<file path="config.mk">
export PLATFORM = sky130hd
export DESIGN_NAME = rot_prio_resolver
export DESIGN_NICKNAME = d
export VERILOG_FILES = /design/src/rtl/rot_prio_pkg.sv /design/src/rtl/rot_prio_find.sv /design/src/rtl/rot_prio_ctrl.sv /design/src/rtl/rot_prio_datapath.sv /design/src/rtl/rot_prio_resolver.sv
export SDC_FILE = /design/constraint.sdc
export NUM_CORES = 1
export LEC_CHECK = 0
export ABC_AREA = 1
export BUFFER_PORTS_ARGS = -buffer_cell sky130_fd_sc_hd__buf_2
export CORE_AREA = 10 10 90 92
export DETAILED_ROUTE_END_ITERATION = 12
export DIE_AREA = 0 0 100 102
export PLACE_DENSITY = 0.66
export SLEW_MARGIN = 20
export SYNTH_ARGS = -nofsm -noshare
export SYNTH_HDL_FRONTEND = slang
export SYNTH_SLANG_ARGS = --single-unit
</file>
<file path="constraint.sdc">
create_clock -name clk -period 5.8 [get_ports clk]
set_input_delay 1.16 -clock clk [delete_from_list [all_inputs] [get_ports clk]]
set_output_delay 1.16 -clock clk [all_outputs]
set_load 0.02 [all_outputs]
</file>
<file path="src/rtl/rot_prio_pkg.sv">
package rot_prio_pkg;

  localparam logic [2:0] CMD_ROT_OFF  = 3'd0;
  localparam logic [2:0] CMD_NS_EOI   = 3'd1;
  localparam logic [2:0] CMD_SP_EOI   = 3'd3;
  localparam logic [2:0] CMD_ROT_ON   = 3'd4;
  localparam logic [2:0] CMD_NS_ROT   = 3'd5;
  localparam logic [2:0] CMD_SET_PRI  = 3'd6;
  localparam logic [2:0] CMD_SP_ROT   = 3'd7;

  // strobes from control to datapath, valid for one cycle
  typedef struct packed {
    logic setAck;      // put winning line into service
    logic autoClr;     // finish winning line at once
    logic offFromAck;  // offset <- winning line + 1
    logic clrTop;      // finish strongest in-service line
    logic offFromTop;  // offset <- that line + 1
    logic clrLine;     // finish cmdLine
    logic offFromLine; // offset <- cmdLine + 1
  } strobe_t;

endpackage

</file>
<file path="src/rtl/rot_prio_find.sv">
module rot_prio_find #(
  parameter int LINES = 8,
  localparam int IDXW = $clog2(LINES),
  localparam int PW   = IDXW + 1
) (
  input  logic [LINES-1:0] vec,
  input  logic [IDXW-1:0]  off,
  output logic [PW-1:0]    pri
);
  // lowest rank whose line is set; LINES when empty
  always_comb begin
    pri = PW'(LINES);
    for (int p = LINES - 1; p >= 0; p--) begin
      if (vec[off + IDXW'(p)]) pri = PW'(p);
    end
  end
endmodule

</file>
<file path="src/rtl/rot_prio_ctrl.sv">
module rot_prio_ctrl
  import rot_prio_pkg::*;
(
  input  logic       clk,
  input  logic       rstN,
  input  logic       ackStb,
  input  logic       cmdStb,
  input  logic [2:0] cmdCode,
  input  logic       autoEoi,
  input  logic       intReq,
  input  logic       topValid,
  output strobe_t    stb
);
  logic rotAuto;
  logic takeAck;
  logic isNs, isNsRot, isSp, isSpRot, isSetPri;

  always_comb begin
    takeAck  = ackStb & intReq;
    isNs     = cmdStb & (cmdCode == CMD_NS_EOI);
    isNsRot  = cmdStb & (cmdCode == CMD_NS_ROT);
    isSp     = cmdStb & (cmdCode == CMD_SP_EOI);
    isSpRot  = cmdStb & (cmdCode == CMD_SP_ROT);
    isSetPri = cmdStb & (cmdCode == CMD_SET_PRI);

    stb.setAck      = takeAck & ~autoEoi;
    stb.autoClr     = takeAck & autoEoi;
    stb.offFromAck  = takeAck & autoEoi & rotAuto;
    stb.clrTop      = (isNs | isNsRot) & topValid;
    stb.offFromTop  = isNsRot & topValid;
    stb.clrLine     = isSp | isSpRot;
    stb.offFromLine = isSpRot | isSetPri;
  end

  always_ff @(posedge clk) begin
    if (!rstN) rotAuto <= 1'b0;
    else if (cmdStb && cmdCode == CMD_ROT_ON) rotAuto <= 1'b1;
    else if (cmdStb && cmdCode == CMD_ROT_OFF) rotAuto <= 1'b0;
  end
endmodule

</file>
<file path="src/rtl/rot_prio_datapath.sv">
module rot_prio_datapath
  import rot_prio_pkg::*;
#(
  parameter int LINES = 8,
  parameter int CASCADE_LINE = 2,
  localparam int IDXW = $clog2(LINES),
  localparam int PW   = IDXW + 1
) (
  input  logic             clk,
  input  logic             rstN,
  input  logic [LINES-1:0] pendVec,
  input  logic [LINES-1:0] maskVec,
  input  logic [IDXW-1:0]  cmdLine,
  input  logic             nestedMode,
  input  logic             isMaster,
  input  strobe_t          stb,
  output logic             intReq,
  output logic [IDXW-1:0]  winLine,
  output logic             topValid,
  output logic [LINES-1:0] inService,
  output logic [LINES-1:0] eoiDone
);
  logic [LINES-1:0] pendQ, maskQ, isrQ, eoiQ;
  logic [IDXW-1:0]  offQ;
  logic [LINES-1:0] reqVec, curVec;
  logic [PW-1:0]    reqPri, curPri, topPri;
  logic [IDXW-1:0]  topLine;
  logic [LINES-1:0] ackMask, topMask, lineMask, clrMask;
  logic [LINES-1:0] isrNext, eoiNext;
  logic [IDXW-1:0]  offNext;

  always_comb begin
    reqVec = pendQ & ~maskQ;
    curVec = isrQ;
    if (nestedMode && isMaster) curVec[CASCADE_LINE] = 1'b0;
  end

  rot_prio_find #(.LINES(LINES)) u_req (.vec(reqVec), .off(offQ), .pri(reqPri));
  rot_prio_find #(.LINES(LINES)) u_cur (.vec(curVec), .off(offQ), .pri(curPri));
  rot_prio_find #(.LINES(LINES)) u_top (.vec(isrQ),   .off(offQ), .pri(topPri));

  always_comb begin
    intReq   = reqPri < curPri;
    winLine  = reqPri[IDXW-1:0] + offQ;
    topLine  = topPri[IDXW-1:0] + offQ;
    topValid = ~topPri[IDXW];

    ackMask  = LINES'(1) << winLine;
    topMask  = LINES'(1) << topLine;
    lineMask = LINES'(1) << cmdLine;

    clrMask  = (stb.clrTop  ? topMask  : '0)
             | (stb.clrLine ? lineMask : '0);
    isrNext  = (isrQ & ~clrMask) | (stb.setAck ? ackMask : '0);
    eoiNext  = clrMask | (stb.autoClr ? ackMask : '0);

    // command offset writes win over the acknowledge path
    if (stb.offFromLine)     offNext = cmdLine + 1'b1;
    else if (stb.offFromTop) offNext = topLine + 1'b1;
    else if (stb.offFromAck) offNext = winLine + 1'b1;
    else                     offNext = offQ;
  end

  always_ff @(posedge clk) begin
    if (!rstN) begin
      pendQ <= '0;
      maskQ <= '0;
      isrQ  <= '0;
      eoiQ  <= '0;
      offQ  <= '0;
    end else begin
      pendQ <= pendVec;
      maskQ <= maskVec;
      isrQ  <= isrNext;
      eoiQ  <= eoiNext;
      offQ  <= offNext;
    end
  end

  assign inService = isrQ;
  assign eoiDone   = eoiQ;
endmodule

</file>
<file path="src/rtl/rot_prio_resolver.sv">
module rot_prio_resolver
  import rot_prio_pkg::*;
#(
  parameter int LINES = 8,
  parameter int CASCADE_LINE = 2,
  localparam int IDXW = $clog2(LINES)
) (
  input  logic             clk,
  input  logic             rstN,
  input  logic [LINES-1:0] pendVec,
  input  logic [LINES-1:0] maskVec,
  input  logic             ackStb,
  input  logic             cmdStb,
  input  logic [2:0]       cmdCode,
  input  logic [IDXW-1:0]  cmdLine,
  input  logic             autoEoi,
  input  logic             nestedMode,
  input  logic             isMaster,
  output logic             intReq,
  output logic [IDXW-1:0]  winLine,
  output logic [LINES-1:0] inService,
  output logic [LINES-1:0] eoiDone
);
  strobe_t stb;
  logic    topValid;

  rot_prio_ctrl u_ctrl (
    .clk(clk), .rstN(rstN), .ackStb(ackStb), .cmdStb(cmdStb),
    .cmdCode(cmdCode), .autoEoi(autoEoi), .intReq(intReq),
    .topValid(topValid), .stb(stb)
  );

  rot_prio_datapath #(.LINES(LINES), .CASCADE_LINE(CASCADE_LINE)) u_dp (
    .clk(clk), .rstN(rstN), .pendVec(pendVec), .maskVec(maskVec),
    .cmdLine(cmdLine), .nestedMode(nestedMode), .isMaster(isMaster),
    .stb(stb), .intReq(intReq), .winLine(winLine), .topValid(topValid),
    .inService(inService), .eoiDone(eoiDone)
  );
endmodule

</file>
## Yosys cells after proc, flatten, opt, wreduce, memory -nomap -nowiden

Index checks and enable logic that the tools add are counted.

- Register bits after elaboration: 36
- Latch bits: 0
- RAM bits: 0
- Memory bits (read-only): 0
- Bits of input ports: 29
- Word-level logic and storage cells: 147
- Memories: 0

- $add $sub $neg: 12
- Multipliers: 0
- Divide/modulo/power cells: 0
- Order comparisons: 9
- Equal/unequal tests: 6
- Shifts and indexed selects: 3
- Multiplexer cells: 82
- Bitwise gates (word level): 23
- Reductions and logical operators: 6

Operators with widths:

| kind | count |
|---|---|
| 2-to-1 mux 4 bit | 24 |
| binary-select mux 1 bit (select 3 bit) | 24 |
| less-than comparator 3 x 4 -> 1 bit (second input constant) | 8 |
| 2-to-1 mux 8 bit | 4 |
| 2-to-1 mux 1 bit | 27 |
| OR 8 bit | 3 |
| left shift 1 x 3 -> 8 bit (first input constant) | 3 |
| AND 8 bit | 2 |
| NOT 8 bit | 2 |
| adder 3 x 1 -> 3 bit (second input constant) | 4 |
| adder 3 bit (second input constant) | 4 |
| == test 3 bit (second input constant) | 4 |
| AND 1 bit | 11 |
| 2-to-1 mux 3 bit | 3 |
| adder 3 x 2 -> 3 bit (second input constant) | 2 |
| adder 3 bit | 2 |
| less-than comparator 4 bit | 1 |
| == test 3 x 1 -> 1 bit (second input constant) | 1 |
| == test 3 x 2 -> 1 bit (second input constant) | 1 |
| logical AND 1 bit | 3 |
| zero test 3 bit | 1 |
| OR 1 bit | 3 |
| nonzero test 3 bit | 1 |
| NOT 1 bit | 2 |
| nonzero test 2 bit | 1 |

## Depth between registers and ports, before layout

- Depth after elaboration: 19
- Mapped depth: 31

## By module

Synthesis repeated with hierarchy kept, for this count alone.

- Cells, all modules: 555
- Area, all modules: 3219.3 µm²

Modules (own cells, without submodules):

| module | times used | cells each | area an instance (µm²) |
|---|---|---|---|
| rot_prio_datapath | 1 | 247 | 1765.4 |
| rot_prio_find | 3 | 95 | 445.4 |
| rot_prio_ctrl | 1 | 23 | 117.6 |

## Worst setup path before layout

No wires, ideal clock.

- Path type: reg-to-output
- Start: register u_dp.offQ[1]
- End: output port winLine[2]
- Arrival: 3.108 ns
- Setup slack: 1.532 ns
- Stages on the path, launching flop included: 26
- Cell sequence: dfxtp_1 -> buf_2 -> inv_2 -> buf_4 -> ha_1 -> buf_2 -> clkinv_1 -> nand3_1 -> nand2_1 -> nand2_1 -> nand2_1 -> nand2_1 -> nand2_1 -> nand2_1 -> nand2_1 -> nand2_1 -> nand2_1 -> inv_1 -> ha_1 -> inv_1 -> fa_1 -> xor2_1 -> inv_1 -> nand2_1 -> and2_1 -> buf_6

- Longest elaborated chain between the ends: 12

RTL lines:

| item | line | RTL |
|---|---|---|
| start: declaration | rot_prio_datapath.sv:24 | `logic [IDXW-1:0] offQ;` |
| start signal: assignment | rot_prio_datapath.sv:76 | `offQ <= offNext;` |
| adder 3 bit | rot_prio_find.sv:14 | `if (vec[off + IDXW'(p)]) pri = PW'(p);` |
| binary-select mux 1 bit (select 3 bit) | rot_prio_find.sv:14 |  |
| 2-to-1 mux 1 bit (not written as such) | rot_prio_find.sv:14 |  |
| 2-to-1 mux 4 bit (8 in series) | rot_prio_find.sv:14 |  |
| adder 3 bit * | rot_prio_datapath.sv:44 | `winLine = reqPri[IDXW-1:0] + offQ;` |
| end: declaration | rot_prio_resolver.sv:20 | `output logic [IDXW-1:0] winLine,` |

Every way passes the cells marked *; elsewhere a longest branch is shown, timed or not. The select of a mux whose other input is x is not followed.

## Worst setup path in the final report

Ends and elaborated chain as after synthesis.

==> flow_metrics.py <==
metrics = {
    "outcome": {
        "outcome": "finished clean",
    },
    "routing": {
        "drc_errors": 0,
        "wire_per_inst_um": 13.4,
        "postRouteAntennaNets": 0,
        "drt_iter0_markers": 191,
        "routed_wl_um": 7820,
        "vias_per_cell": 5.18,
        "vias": 3028,
        "drtPass1Iterations": 5,
    },
    "floorplanning": {
        "num_io_pins": 49,
        "die_h_um": 102,
        "die_area_mm2": 0.0102,
        "initial_core_util_pct": 44.6,
        "num_rows": 29,
        "core-area_mm2": 0.00628,
        "die_w_um": 100,
    },
    "critical_path": {
        "crit_fanout": 13,
        "critPathKind": "reg2out",
        "startpoint_type": "flip-flop",
        "required_ns": 4.64,
        "end_kind": "output port",
        "arrival_ns": 4.17,
        "cpMostUsedCell": "nand2_1",
        "cp_slowest_stage_delay_ns": 0.64,
        "crit_path_top_delay_cell": "dfxtp_1",
        "cpLargestDelayFamily": "simple AND/OR/NAND/NOR gates",
        "worst-path-buf-inv": 5,
        "path_cells": "inv_2, ha_1, clkinv_1, nand3_1, nand2_1, nand2_1, nand2_1, nand2_1, nand2_1, nand2_1, nand2_1, nand2_1, nand2_1, inv_1, ha_1, inv_1, fa_1, xor2_1, o21ai_0, and2_1, buf_2",
    },
    "timing": {
        "fin_skew_ns": 0.00844,
        "final-setup-viol-count": 0,
        "hold_viol_final": 0,
        "fmax_mhz": 188,
        "finalSetupTns_ns": 0,
        "min_period_over_period_pct": 91.9,
        "slew_viol_final": 0,
        "worst_pin_slew_ns": 0.688,
        "rsz0062_at_grt": "false",
        "period_minus_slack_ns": 5.33,
        "maxSlewHeadroom_pct": 53.8,
    },
    "cts": {
        "cts_tree": "built",
        "cts_hold_buf": 0,
        "cts_root_buf": "clkbuf_8",
        "post_cts_buffers": 0,
        "clk_path_buf_depth": 2,
        "cts_sinks": 36,
        "clk_pin_slew_ns": 0.07,
        "cts_htree_levels": 2,
        "numCtsBuffers": 5,
        "ctsResizeCount": 0,
        "clock_latency_ns": 0.29,
    },
    "layout": {
        "fill_cells": 678,
        "final_core_util_pct": 50.6,
        "final_cell_mix": "132 x nand2_1, 73 x inv_1, 60 x nand3_1",
        "seq_area_um2": 721,
        "antennaDiodeCount": 0,
        "multiInputGateArea_mm2": 0.00170,
        "final_common_cell": "nand2_1",
        "area_delta_synth_final_pct": 13.5,
        "nNetsFinal": 546,
        "stdcell_area_mm2": 0.00318,
        "drive_gt1_share_pct": 15.7,
    },
    "synthesis": {
        "synthSimpleGateAreaFrac_pct": 39.2,
        "syn-num-nets": 501,
        "yosysSeqAreaShare_pct": 25.7,
        "synth_top_family_by_area": "simple AND/OR/NAND/NOR gates",
        "synth-adder-area-share_pct": 5.01,
        "ys.warnings.count": 0,
        "syn_area_per_cell_um2": 6.06,
        "synth-compound-area-share_pct": 13.0,
        "syn-cell-area_mm2": 0.00280,
        "syn_inst": 462,
        "synth-seq-cells": 36,
        "yosysUniqueCellTypes": 40,
        "synth_mux_area_share_pct": 0,
        "synth_xor_xnor_area_share_pct": 3.40,
    },
    "job": {
        "cap_violations": 0,
    },
    "min_path": {
        "hold_path.class": "reg2reg",
    },
    "global_routing": {
        "grt_usage_pct": 15.6,
        "grt_overflow": 0,
        "grt_pass1_wl_um": 13200,
        "grt_antenna_before_repair": 0,
        "grt_start_max_net_pins": 24,
        "grt_pass1_vias": 2908,
    },
    "place": {
        "dpl-instance-area_mm2": 0.00307,
        "finalWeightedCongestion": 0.949,
        "dp_hpwl_um": 6420,
        "portBuffers": 48,
    },
}
==> state kept, by name (all words and copies together), names as in the netlist <==
signal          flops
u_ctrl.rotAuto      1
u_dp.eoiDone        8
u_dp.inService      8
u_dp.maskQ          8
u_dp.offQ           3
u_dp.pendQ          8
==> logic make-up after synthesis <==
kind of cell | Yosys count
DFF | 36
xor gates and xnor gates | 7
and+or+nand+nor | 257
AOI/OAI and AO/OA | 61
buffers and inverters | 91
adders and majority gates | 10
==> worst min-delay path, stage by stage, from the launching register on <==
cell and delay, ns:
dfxtp_1 0.33, inv_1 0.08, a21oi_1 0.06
==> worst paths after layout <==
path	startpoint	to	slack, ns	cells after the start
min	u_ctrl.rotAuto	u_ctrl.rotAuto	0.51	2
max	u_dp.offQ[1]	winLine[2]	0.47	21
min reg2reg	u_ctrl.rotAuto	u_ctrl.rotAuto	0.51	2
max reg2reg	u_dp.offQ[1]	u_dp.inService[4]	1.33	22
==> per-layer routing <==
layer  vias up  GRT usage (%)  share of wire, %
li1       1557              -                 -
met1      1365           20.0                48
met2        94           25.5                45
met3        12           3.58               5.5
met4         0           4.67               1.4
met5         -              0                 0
==> cell usage after synthesis, drive strengths merged <==
cell	count	share of area [%]
xnor2	3	1.2
o21ai	23	4.5
nand3	60	11
clkbuf	3	0.40
inv	77	10
fa	2	1.4
a21oi	23	4.6
o21a	1	0.27
a21boi	2	0.54
or2	1	0.22
ha	8	3.6
and2	1	0.22
buf	8	2.3
o22ai	9	2.0
xor2	4	2.2
o21bai	1	0.27
a31oi	1	0.45
dfxtp	36	26
clkinv	3	0.63
nand2	137	19
nand4	5	1.1
nor3	12	2.1
a31o	1	0.31
nor2	41	5.9
==> final cells by class <==
cell class                      instances  share of cell area, %
Multi-Input combinational cell        335                   53.4
Sequential cell                        36                   22.7
Inverter                               80                   9.65
Timing Repair Buffer                   49                   7.80
Tap cell                               77                   3.03
Clock buffer                            6                   2.29
Clock inverter                          2                   1.10
==> per-stage QoR <==
stage,hold WS (ns),setup slack (ns),std cells
final,0.511,0.468,585
after CTS,0.515,0.495,585
after floorplan,0.446,1.53,462
after global placement,0.505,0.958,577
after global routing,0.561,0.00537,585
after detailed placement,0.503,0.836,577
Power is not shown: default switching activity piles up to over one toggle a cycle in this logic, so the estimate is an artifact.
